===== config.mk =====
export PLATFORM = sky130hd
export DESIGN_NAME = fpstk_rstack
export DESIGN_NICKNAME = d
export VERILOG_FILES = /design/src/rtl/fpstk_pkg.sv /design/src/rtl/stk_ctrl.sv /design/src/rtl/stk_tags.sv /design/src/rtl/stk_regs.sv /design/src/rtl/fpstk_rstack.sv
export SDC_FILE = /design/constraint.sdc
export NUM_CORES = 1
export LEC_CHECK = 0
export BUFFER_PORTS_ARGS = -buffer_cell sky130_fd_sc_hd__buf_2
export CORE_ASPECT_RATIO = 0.6
export CORE_MARGIN = 2
export CORE_UTILIZATION = 35
export CTS_BUF_LIST = sky130_fd_sc_hd__clkbuf_8 sky130_fd_sc_hd__clkbuf_16
export DETAILED_ROUTE_END_ITERATION = 6
export PLACE_DENSITY = 0.58
export RECOVER_POWER = 25
export SLEW_MARGIN = 25
export SYNTH_ARGS = -nofsm -noshare
export SYNTH_HDL_FRONTEND = slang
export SYNTH_HIERARCHICAL = 1
export SYNTH_SLANG_ARGS = --single-unit

===== constraint.sdc =====
create_clock -name clk -period 6.4 [get_ports clk]
set_input_delay 0.32 -clock clk [delete_from_list [all_inputs] [get_ports clk]]
set_output_delay 0.32 -clock clk [all_outputs]
set_load 0.02 [all_outputs]

===== src/rtl/fpstk_pkg.sv =====
package fpstk_pkg;

    typedef enum logic [3:0] {
        OP_NOP    = 4'd0,
        OP_PUSH   = 4'd1,
        OP_POP    = 4'd2,
        OP_READ   = 4'd3,
        OP_WRITE  = 4'd4,
        OP_RMW    = 4'd5,
        OP_EXAM   = 4'd6,
        OP_STORE  = 4'd7,
        OP_TAGSET = 4'd8,
        OP_SETTOP = 4'd9,
        OP_CLEAR  = 4'd10
    } stk_op_e;

endpackage


===== src/rtl/stk_ctrl.sv =====
module stk_ctrl
    import fpstk_pkg::*;
#(
    parameter int DEPTH   = 8,
    parameter int PTR_W   = $clog2(DEPTH),
    parameter int TOPIN_W = 32
) (
    input  logic               op_valid,
    input  logic [3:0]         op_code,
    input  logic [PTR_W-1:0]   op_slot,
    input  logic               tag_in,
    input  logic [TOPIN_W-1:0] top_in,
    input  logic [PTR_W-1:0]   top_q,
    input  logic [DEPTH-1:0]   tags_q,
    output logic [PTR_W-1:0]   src_idx,
    output logic [PTR_W-1:0]   tgt_idx,
    output logic               data_we,
    output logic               copy_sel,
    output logic               tag_we,
    output logic               tag_wv,
    output logic               top_we,
    output logic [PTR_W-1:0]   top_nxt,
    output logic               clear_all,
    output logic               ret_data,
    output logic               flt_empty,
    output logic               flt_full
);

    localparam logic [PTR_W-1:0] STEP = PTR_W'(1);

    logic [PTR_W-1:0] rel_idx;
    logic [PTR_W-1:0] below_top;
    logic [PTR_W-1:0] above_top;
    logic             unused_top_hi;
    stk_op_e          op;

    assign rel_idx       = top_q + op_slot;
    assign below_top     = top_q - STEP;
    assign above_top     = top_q + STEP;
    assign unused_top_hi = ^top_in[TOPIN_W-1:PTR_W];
    assign op            = op_valid ? stk_op_e'(op_code) : OP_NOP;

    always_comb begin
        src_idx   = rel_idx;
        tgt_idx   = rel_idx;
        data_we   = 1'b0;
        copy_sel  = 1'b0;
        tag_we    = 1'b0;
        tag_wv    = 1'b0;
        top_we    = 1'b0;
        top_nxt   = top_q;
        clear_all = 1'b0;
        ret_data  = 1'b0;
        flt_empty = 1'b0;
        flt_full  = 1'b0;
        unique case (op)
            OP_PUSH: begin
                tgt_idx = below_top;
                if (tags_q[below_top]) begin
                    flt_full = 1'b1;
                end else begin
                    data_we = 1'b1;
                    tag_we  = 1'b1;
                    tag_wv  = 1'b1;
                    top_we  = 1'b1;
                    top_nxt = below_top;
                end
            end
            OP_POP: begin
                src_idx = top_q;
                tgt_idx = top_q;
                if (!tags_q[top_q]) begin
                    flt_empty = 1'b1;
                end else begin
                    ret_data = 1'b1;
                    tag_we   = 1'b1;
                    tag_wv   = 1'b0;
                    top_we   = 1'b1;
                    top_nxt  = above_top;
                end
            end
            OP_READ: begin
                if (!tags_q[rel_idx]) flt_empty = 1'b1;
                else                  ret_data  = 1'b1;
            end
            OP_WRITE: begin
                if (tags_q[rel_idx]) begin
                    flt_full = 1'b1;
                end else begin
                    data_we = 1'b1;
                    tag_we  = 1'b1;
                    tag_wv  = 1'b1;
                end
            end
            OP_RMW: begin
                if (!tags_q[rel_idx]) begin
                    flt_empty = 1'b1;
                end else begin
                    ret_data = 1'b1;
                    data_we  = 1'b1;
                end
            end
            OP_EXAM: begin
                ret_data = 1'b1;
            end
            OP_STORE: begin
                src_idx = top_q;
                if (!tags_q[top_q]) begin
                    flt_empty = 1'b1;
                end else begin
                    ret_data = 1'b1;
                    data_we  = 1'b1;
                    copy_sel = 1'b1;
                    tag_we   = 1'b1;
                    tag_wv   = 1'b1;
                end
            end
            OP_TAGSET: begin
                tgt_idx = op_slot;
                tag_we  = 1'b1;
                tag_wv  = tag_in;
            end
            OP_SETTOP: begin
                top_we  = 1'b1;
                top_nxt = top_in[PTR_W-1:0];
            end
            OP_CLEAR: begin
                clear_all = 1'b1;
            end
            default: begin
            end
        endcase
    end

endmodule


===== src/rtl/stk_tags.sv =====
module stk_tags #(
    parameter int DEPTH = 8,
    parameter int PTR_W = $clog2(DEPTH)
) (
    input  logic             clk,
    input  logic             rst,
    input  logic             clear_all,
    input  logic             tag_we,
    input  logic [PTR_W-1:0] tag_idx,
    input  logic             tag_wv,
    input  logic             top_we,
    input  logic [PTR_W-1:0] top_nxt,
    output logic [DEPTH-1:0] tags_q,
    output logic [PTR_W-1:0] top_q
);

    always_ff @(posedge clk) begin
        if (rst || clear_all) top_q <= '0;
        else if (top_we)      top_q <= top_nxt;
    end

    for (genvar e = 0; e < DEPTH; e++) begin : g_tag
        always_ff @(posedge clk) begin
            if (rst || clear_all)
                tags_q[e] <= 1'b0;
            else if (tag_we && tag_idx == PTR_W'(e))
                tags_q[e] <= tag_wv;
        end
    end


    clear_empties_chk: assert property (@(posedge clk) disable iff (rst)
        clear_all |=> (tags_q == '0 && top_q == '0));


    tag_write_lands_chk: assert property (@(posedge clk) disable iff (rst)
        (tag_we && !clear_all) |=> tags_q[$past(tag_idx)] == $past(tag_wv));

endmodule


===== src/rtl/stk_regs.sv =====
module stk_regs #(
    parameter int DEPTH  = 8,
    parameter int DATA_W = 64,
    parameter int PTR_W  = $clog2(DEPTH)
) (
    input  logic              clk,
    input  logic              rst,
    input  logic              data_we,
    input  logic              copy_sel,
    input  logic [PTR_W-1:0]  tgt_idx,
    input  logic [PTR_W-1:0]  src_idx,
    input  logic [DATA_W-1:0] wr_data,
    output logic [DATA_W-1:0] rd_word
);

    logic [DATA_W-1:0] entry_q [DEPTH];
    logic [DATA_W-1:0] wr_val;

    assign rd_word = entry_q[src_idx];
    assign wr_val  = copy_sel ? rd_word : wr_data;

    for (genvar e = 0; e < DEPTH; e++) begin : g_entry
        always_ff @(posedge clk) begin
            if (rst)
                entry_q[e] <= '0;
            else if (data_we && tgt_idx == PTR_W'(e))
                entry_q[e] <= wr_val;
        end
    end


    write_lands_chk: assert property (@(posedge clk) disable iff (rst)
        (data_we && !copy_sel) |=> entry_q[$past(tgt_idx)] == $past(wr_data));


    copy_lands_chk: assert property (@(posedge clk) disable iff (rst)
        (data_we && copy_sel) |=> entry_q[$past(tgt_idx)] == $past(entry_q[src_idx]));

endmodule


===== src/rtl/fpstk_rstack.sv =====
module fpstk_rstack
    import fpstk_pkg::*;
#(
    parameter int DEPTH   = 8,
    parameter int DATA_W  = 64,
    parameter int TOPIN_W = 32,
    parameter int PTR_W   = $clog2(DEPTH)
) (
    input  logic               clk,
    input  logic               rst,
    input  logic               op_valid,
    input  logic [3:0]         op_code,
    input  logic [PTR_W-1:0]   op_slot,
    input  logic [DATA_W-1:0]  wr_data,
    input  logic               tag_in,
    input  logic [TOPIN_W-1:0] top_in,
    output logic [DATA_W-1:0]  rd_data,
    output logic               rd_valid,
    output logic               rd_full,
    output logic               fault_empty,
    output logic               fault_full,
    output logic [PTR_W-1:0]   top_out,
    output logic [DEPTH-1:0]   tags_out
);

    localparam logic [PTR_W-1:0] STEP = PTR_W'(1);

    logic [PTR_W-1:0]  src_idx, tgt_idx, top_nxt, top_q;
    logic [DEPTH-1:0]  tags_q;
    logic              data_we, copy_sel, tag_we, tag_wv, top_we;
    logic              clear_all, ret_data, flt_empty, flt_full;
    logic [DATA_W-1:0] rd_word;

    stk_ctrl #(.DEPTH(DEPTH), .PTR_W(PTR_W), .TOPIN_W(TOPIN_W)) u_ctrl (
        .op_valid (op_valid),
        .op_code  (op_code),
        .op_slot  (op_slot),
        .tag_in   (tag_in),
        .top_in   (top_in),
        .top_q    (top_q),
        .tags_q   (tags_q),
        .src_idx  (src_idx),
        .tgt_idx  (tgt_idx),
        .data_we  (data_we),
        .copy_sel (copy_sel),
        .tag_we   (tag_we),
        .tag_wv   (tag_wv),
        .top_we   (top_we),
        .top_nxt  (top_nxt),
        .clear_all(clear_all),
        .ret_data (ret_data),
        .flt_empty(flt_empty),
        .flt_full (flt_full)
    );

    stk_tags #(.DEPTH(DEPTH), .PTR_W(PTR_W)) u_tags (
        .clk      (clk),
        .rst      (rst),
        .clear_all(clear_all),
        .tag_we   (tag_we),
        .tag_idx  (tgt_idx),
        .tag_wv   (tag_wv),
        .top_we   (top_we),
        .top_nxt  (top_nxt),
        .tags_q   (tags_q),
        .top_q    (top_q)
    );

    stk_regs #(.DEPTH(DEPTH), .DATA_W(DATA_W), .PTR_W(PTR_W)) u_regs (
        .clk     (clk),
        .rst     (rst),
        .data_we (data_we),
        .copy_sel(copy_sel),
        .tgt_idx (tgt_idx),
        .src_idx (src_idx),
        .wr_data (wr_data),
        .rd_word (rd_word)
    );

    always_ff @(posedge clk) begin
        if (rst) begin
            rd_data     <= '0;
            rd_valid    <= 1'b0;
            rd_full     <= 1'b0;
            fault_empty <= 1'b0;
            fault_full  <= 1'b0;
        end else begin
            rd_valid    <= ret_data;
            fault_empty <= flt_empty;
            fault_full  <= flt_full;
            if (ret_data) begin
                rd_data <= rd_word;
                rd_full <= tags_q[src_idx];
            end
        end
    end

    assign top_out  = top_q;
    assign tags_out = tags_q;

    logic [PTR_W-1:0] chk_rel, chk_below;
    assign chk_rel   = top_q + op_slot;
    assign chk_below = top_q - STEP;


    result_onehot_chk: assert property (@(posedge clk) disable iff (rst)
        $onehot0({rd_valid, fault_empty, fault_full}));


    fault_hold_chk: assert property (@(posedge clk) disable iff (rst)
        (fault_empty || fault_full) |-> (top_q == $past(top_q) && tags_q == $past(tags_q)));


    push_moves_chk: assert property (@(posedge clk) disable iff (rst)
        (op_valid && op_code == 4'd1 && !tags_q[chk_below])
        |=> (top_q == $past(top_q) - STEP && tags_q[top_q]));


    pop_moves_chk: assert property (@(posedge clk) disable iff (rst)
        (op_valid && op_code == 4'd2 && tags_q[top_q])
        |=> (top_q == $past(top_q) + STEP && !tags_q[$past(top_q)] && rd_valid));


    read_empty_chk: assert property (@(posedge clk) disable iff (rst)
        (op_valid && op_code == 4'd3 && !tags_q[chk_rel]) |=> fault_empty);


    exam_nofault_chk: assert property (@(posedge clk) disable iff (rst)
        (op_valid && op_code == 4'd6) |=> (rd_valid && !fault_empty && !fault_full));


    store_nofull_chk: assert property (@(posedge clk) disable iff (rst)
        (op_valid && op_code == 4'd7) |=> !fault_full);

endmodule


== After elaboration in Yosys (flattened, before gate mapping) ==
Memories as Yosys holds them, arrays and structs flattened.
Cells that the tools add are included.
Cells by class
  $add $sub $neg: 3
  order comparisons: 4
  equality and inequality tests: 19
  muxes and demuxes: 64
  bitwise operators: 8
  reduce and logical (&&, ||, !) cells: 22
Operators by type and width (count)
  64-bit 2-to-1 mux: 9
  1-bit 2-to-1 mux: 38
  3-bit one-hot mux with 3 select lines: 2
  4-bit by 3-bit == test with 1-bit output (second input constant): 4
  1-bit logical AND: 16
  3-bit by 4-bit < comparator with 1-bit output (second input constant): 4
  1-bit binary-select mux with 3-bit select: 4
  3-bit == test (second input constant): 4
  4-bit == test (second input constant): 3
  1-bit one-hot mux with 4 select lines: 3
  3-bit 2-to-1 mux: 3
  4-bit by 2-bit == test with 1-bit output (second input constant): 2
  1-bit bitwise OR: 8
  3-bit by 2-bit == test with 1-bit output (second input constant): 2
  1-bit one-hot mux with 3 select lines: 2
  4-bit by 1-bit == test with 1-bit output (second input constant): 1
  4-bit 2-to-1 mux: 1
  1-bit one-hot mux with 2 select lines: 2
  4-bit AND reduction: 1
  2-bit OR reduction: 2
  3-bit by 1-bit adder with 3-bit output (second input constant): 1
  3-bit adder: 1
  3-bit by 1-bit == test with 1-bit output (second input constant): 1
  3-bit zero test: 1
  other kinds (5): 5
Storage, ports and cells
  bits in registers: 79
  RAM bits: 512
  input port bits: 107
  memories kept: 1
Memories
  u_regs.entry_q: depth 8, width 64, rd ports 1, clocked after Yosys merged registers in 0, write ports 8, line stk_regs.sv:16  | logic [DATA_W-1:0] entry_q [DEPTH];

== Depth between registers and ports, before layout ==
  depth in word-level cells: 10
  depth in mapped cells: 13
  mapped depth without buffers: 11

== Hierarchy ==
Netlist, hierarchy kept.
Modules (own cells, without submodules)
  stk_regs: times used 1, cells an instance 1516, area each 24877.6 um^2, seq. area each 15374.7 um^2
  fpstk_rstack: times used 1, cells an instance 223, area each 2424.8 um^2, seq. area each 1361.3 um^2
  stk_ctrl: times used 1, cells an instance 118, area each 975.9 um^2, seq. area each 0.0 um^2
  stk_tags: times used 1, cells an instance 45, area each 526.8 um^2, seq. area each 220.2 um^2

== Worst setup path before layout ==
Ideal clock, no wire load.
  path kind: register to register
  start: register u_tags.top_q[1]
  end: memory u_regs.entry_q[4][0], enable pin
  data arrival time: 3993 ps
  required time: 5979 ps
  slack: 1986 ps
  stages on the path, launching flop included: 10
  buffers on the path: 1
  cell sequence: dfxtp_1 buf_6 inv_1 fa_1 mux4_2 mux2_2 xor2_1 o211ai_1 nor2b_1 a21o_1
RTL lines
  from (decl): line stk_tags.sv:14  | output logic [PTR_W-1:0] top_q
  from (signal assigned): line stk_tags.sv:19  | else if (top_we) top_q <= top_nxt;
  to (decl): line stk_regs.sv:16

==> metrics.md <==
| Metric | Value |
|---|---|
| PwrDens | 266 nW/um^2 |
| Number of global-route vias before repair | 18,200 |
| DR iter-0 viols | 1,590 |
| GP Congestion | 0.794 |
| TritonCTS Buffers | 59 |
| Switch Pwr | 2.06 mW |
| Setup_tns | 0 ps |
| Combinational fraction of design power | 8.5% |
| Max clock buf depth | 3 |
| Core area | 81,500 um^2 |
| Post-synth EDFFs | 512 |
| Post-CTS sizing | 0 |
| Worst path max stage delay | 1040 ps |
| Status | finished, violations left |
| First-pass GRT wire length | 117,000 um |
| Most numerous cell in the Yosys netlist | a211oi_1 |
| Critical path launch point type | register |
| Die area | 84,700 um^2 |
| Crit Path Max Fanout | 50 |
| Largest cells by area after synthesis | edfxtp_1 53%, a211oi_1 13%, mux4_2 10% |
| Area growth from synthesis to layout | 11.4% |
| Yosys top cell area share | 53.4% |
| Slew headroom | -20.2% |
| Hold WC Path Type | in2reg |
| Post-DRT Antenna Nets | 0 |
| Port Buf Inserts | 156 |
| Max-slew violation count | 10 |
| Yosys warns | 6 |
| Congestion Overflow GR | 0 |
| Clk slew on worst S/H paths | 70 ps |
| Fin crit period | 5540 ps |
| Routed WL per cell | 25.2 um |
| WHS | 157 ps |
| Clock sinks | 591 |
| Final period util | 86.5% |
| Drt drc | 0 |
| Required @ worst endpoint | 6640 ps |
| Post-synth top cells | 513 x a211oi_1, 512 x edfxtp_1, 137 x nor2_1 |
| Clk_lat worst skew | 640 ps |
| Clock Power Share | 41.2% |
| Syn Inst Count | 1,902 |
| Post-synthesis register bit count | 591 |
| Ports | 186 |
| CTS root buf | clkbuf_16 |
| Antenna violations before repair | 4 |
| DR vias/cell | 5.73 |
| Max cap viols | 1 |
| Fin area | 32,100 um^2 |
| Hold buffers post-CTS | 1 |
| RSZ-0062 raised after global routing | no |
| H-tree depth | 2 |
| Critical path's slowest cell | clkbuf_4 |
| Async S/R FF share, synth | 0% |
| Row Count | 81 |
| Sequential area share after synthesis | 58.9% |
| Net count after synthesis | 2,013 |
| Post-Syn Area | 28,800 um^2 |
| Gr usage total | 18.3% |
| Internal | 6.49 mW |
| Area after DPL | 30,700 um^2 |
| Buf+Inv Stages, Crit Path | 3 |
| CP Capture Type | register |
| Reg power frac | 50.3% |
| CP arrival | 5780 ps |
| Achievable Freq | 181 MHz |
| CTS tree | done |
| WS Path Type | reg2reg |
| DRT Pass-1 Iters | 5 |
| Setup bufs post-CTS | 0 |
| Final Hold Vio Count | 0 |
| Final WL | 78,400 um |
| DR vias | 17,900 |
| Leakage Power | 10.9 nW |
| Placement Setup Slack | 1520 ps |
| Final-stage net count | 2,094 |
| Hpwl dp | 42,500 um |
| Final WS setup | 864 ps |
| Die width | 374 um |
| Crit-path cells | clkbuf_1 > ha_1 > inv_1 > fa_1 > mux4_2 > mux2_1 > xor2_1 > o211ai_1 > a31o_1 > clkbuf_4 |
| Setup-failing EPs final | 0 |
| Maximum VDD drop | 0.196 mV |
| Switch share | 24.1% |
| Die Ht | 226 um |
| Mean area per synthesized cell | 15.1 um^2 |
| Util after Layout | 39.4% |
| Main synth FF type | edfxtp_1 |
| Setup Skew | 31.8 ps |
| Worst-Margin Slew | 1790 ps |
| Cell taking the most area after synthesis | edfxtp_1 |
| Share of layout cells above drive strength 1 | 19.9% |
| Initial core utilization | 35.4% |
| Failing checks | max-capacitance violations, max-slew violations |
| Largest net degree at the start of global routing | 248 |
| Top delay family on crit path | buffers and inverters |
| Yosys cell types | 67 |
## sequential cells by signal, summed over array words and instances (netlist names)
signal	flops
u_regs/entry_q	512
rd_data	64
u_tags/tags_q	8
u_tags/top_q	3
fault_empty	1
fault_full	1
rd_full	1
rd_valid	1
## layer usage
metal	up-vias	routed length, um	global-route usage, %	share of wire [%]
met4	2	1480	4.57	1.9
met5	-	8	0	0.010
met3	102	5200	3.21	6.6
li1	8026	-	-	-
met2	590	35900	28.8	46
met1	9131	35800	26.2	46
## path summary, 6_finish.rpt
path                                              startpoint                                  end  slack (ps)  cells past startpoint
worst min-delay path                               top_in[0]         u_tags/top_q[0]$_SDFFE_PP0P_         160                      5
worst min register to register      rd_data[49]$_SDFFE_PP0P_             rd_data[49]$_SDFFE_PP0P_         490                      2
worst max-delay path            u_tags/top_q[0]$_SDFFE_PP0P_  u_regs/entry_q[3][38]$_SDFFCE_PN0P_         860                     10
worst max register to register  u_tags/top_q[0]$_SDFFE_PP0P_  u_regs/entry_q[3][38]$_SDFFCE_PN0P_         860                     10
## layout by cell type, fill, tap and decap left out, types with 9 or more instances in the layout
cell type and count:
nand2_1 14, nor2_1 137, a211oi_1 513, mux2i_4 36
dfxtp_1 79, mux4_2 132, buf_4 28, clkbuf_16 60
nand3_1 9, nand2_4 9, mux2i_1 112, inv_1 78
clkinv_2 9, nor2b_1 9, buf_2 78, clkbuf_1 79
edfxtp_1 512, clkinv_1 12
## layout make-up
cell class / count / area, um^2
antenna: 2 / 5.00
clock buffer: 63 / 1540
clock inverter: 48 / 404
fill: 7588 / 49400
inverter: 69 / 275
multi-input combinational: 1065 / 10500
sequential: 591 / 17000
tap: 1079 / 1350
timing repair buffer: 197 / 1090
## logic make-up (layout without fill, tap and decap cells)
kind of cell	Yosys count	after routing	share of synthesized area, %
buffers and inverters	246	377	3.98
AO/OA/AOI/OAI	544	544	14.2
other	0	2	0
flip-flops	591	591	58.9
AND/OR/NAND/NOR	222	222	3.77
adder cells (fa/ha/maj)	4	4	0.200
XOR/XNOR	7	7	0.261
multiplexers	288	288	18.7
## power by group through the flow
stage	Combinational [mW]	Sequential, mW	Clock, mW
after global routing	0.785	4.30	3.74
after CTS	0.790	4.30	3.59
final	0.730	4.30	3.52
after global placement	0.777	4.37	0
after detailed placement	0.788	4.38	0
after floorplan	0.548	4.38	0
## stage by stage
step                total power, mW  cells
CTS                            8.67   3112
detailed placement             5.17   3000
global placement               5.15   3000
floorplan                      4.93   1902
finish                         8.55   3114
global route                   8.83   3114
## worst reg2reg max path, stage by stage, from the launching register on
cell and delay (ps):
dfxtp_1 310, clkbuf_1 510, ha_1 260, inv_1 50
fa_1 580, mux4_2 320, mux2_1 410, xor2_1 180
o211ai_1 580, a31o_1 860, clkbuf_4 1040
Power figures use the tool's default switching activity.
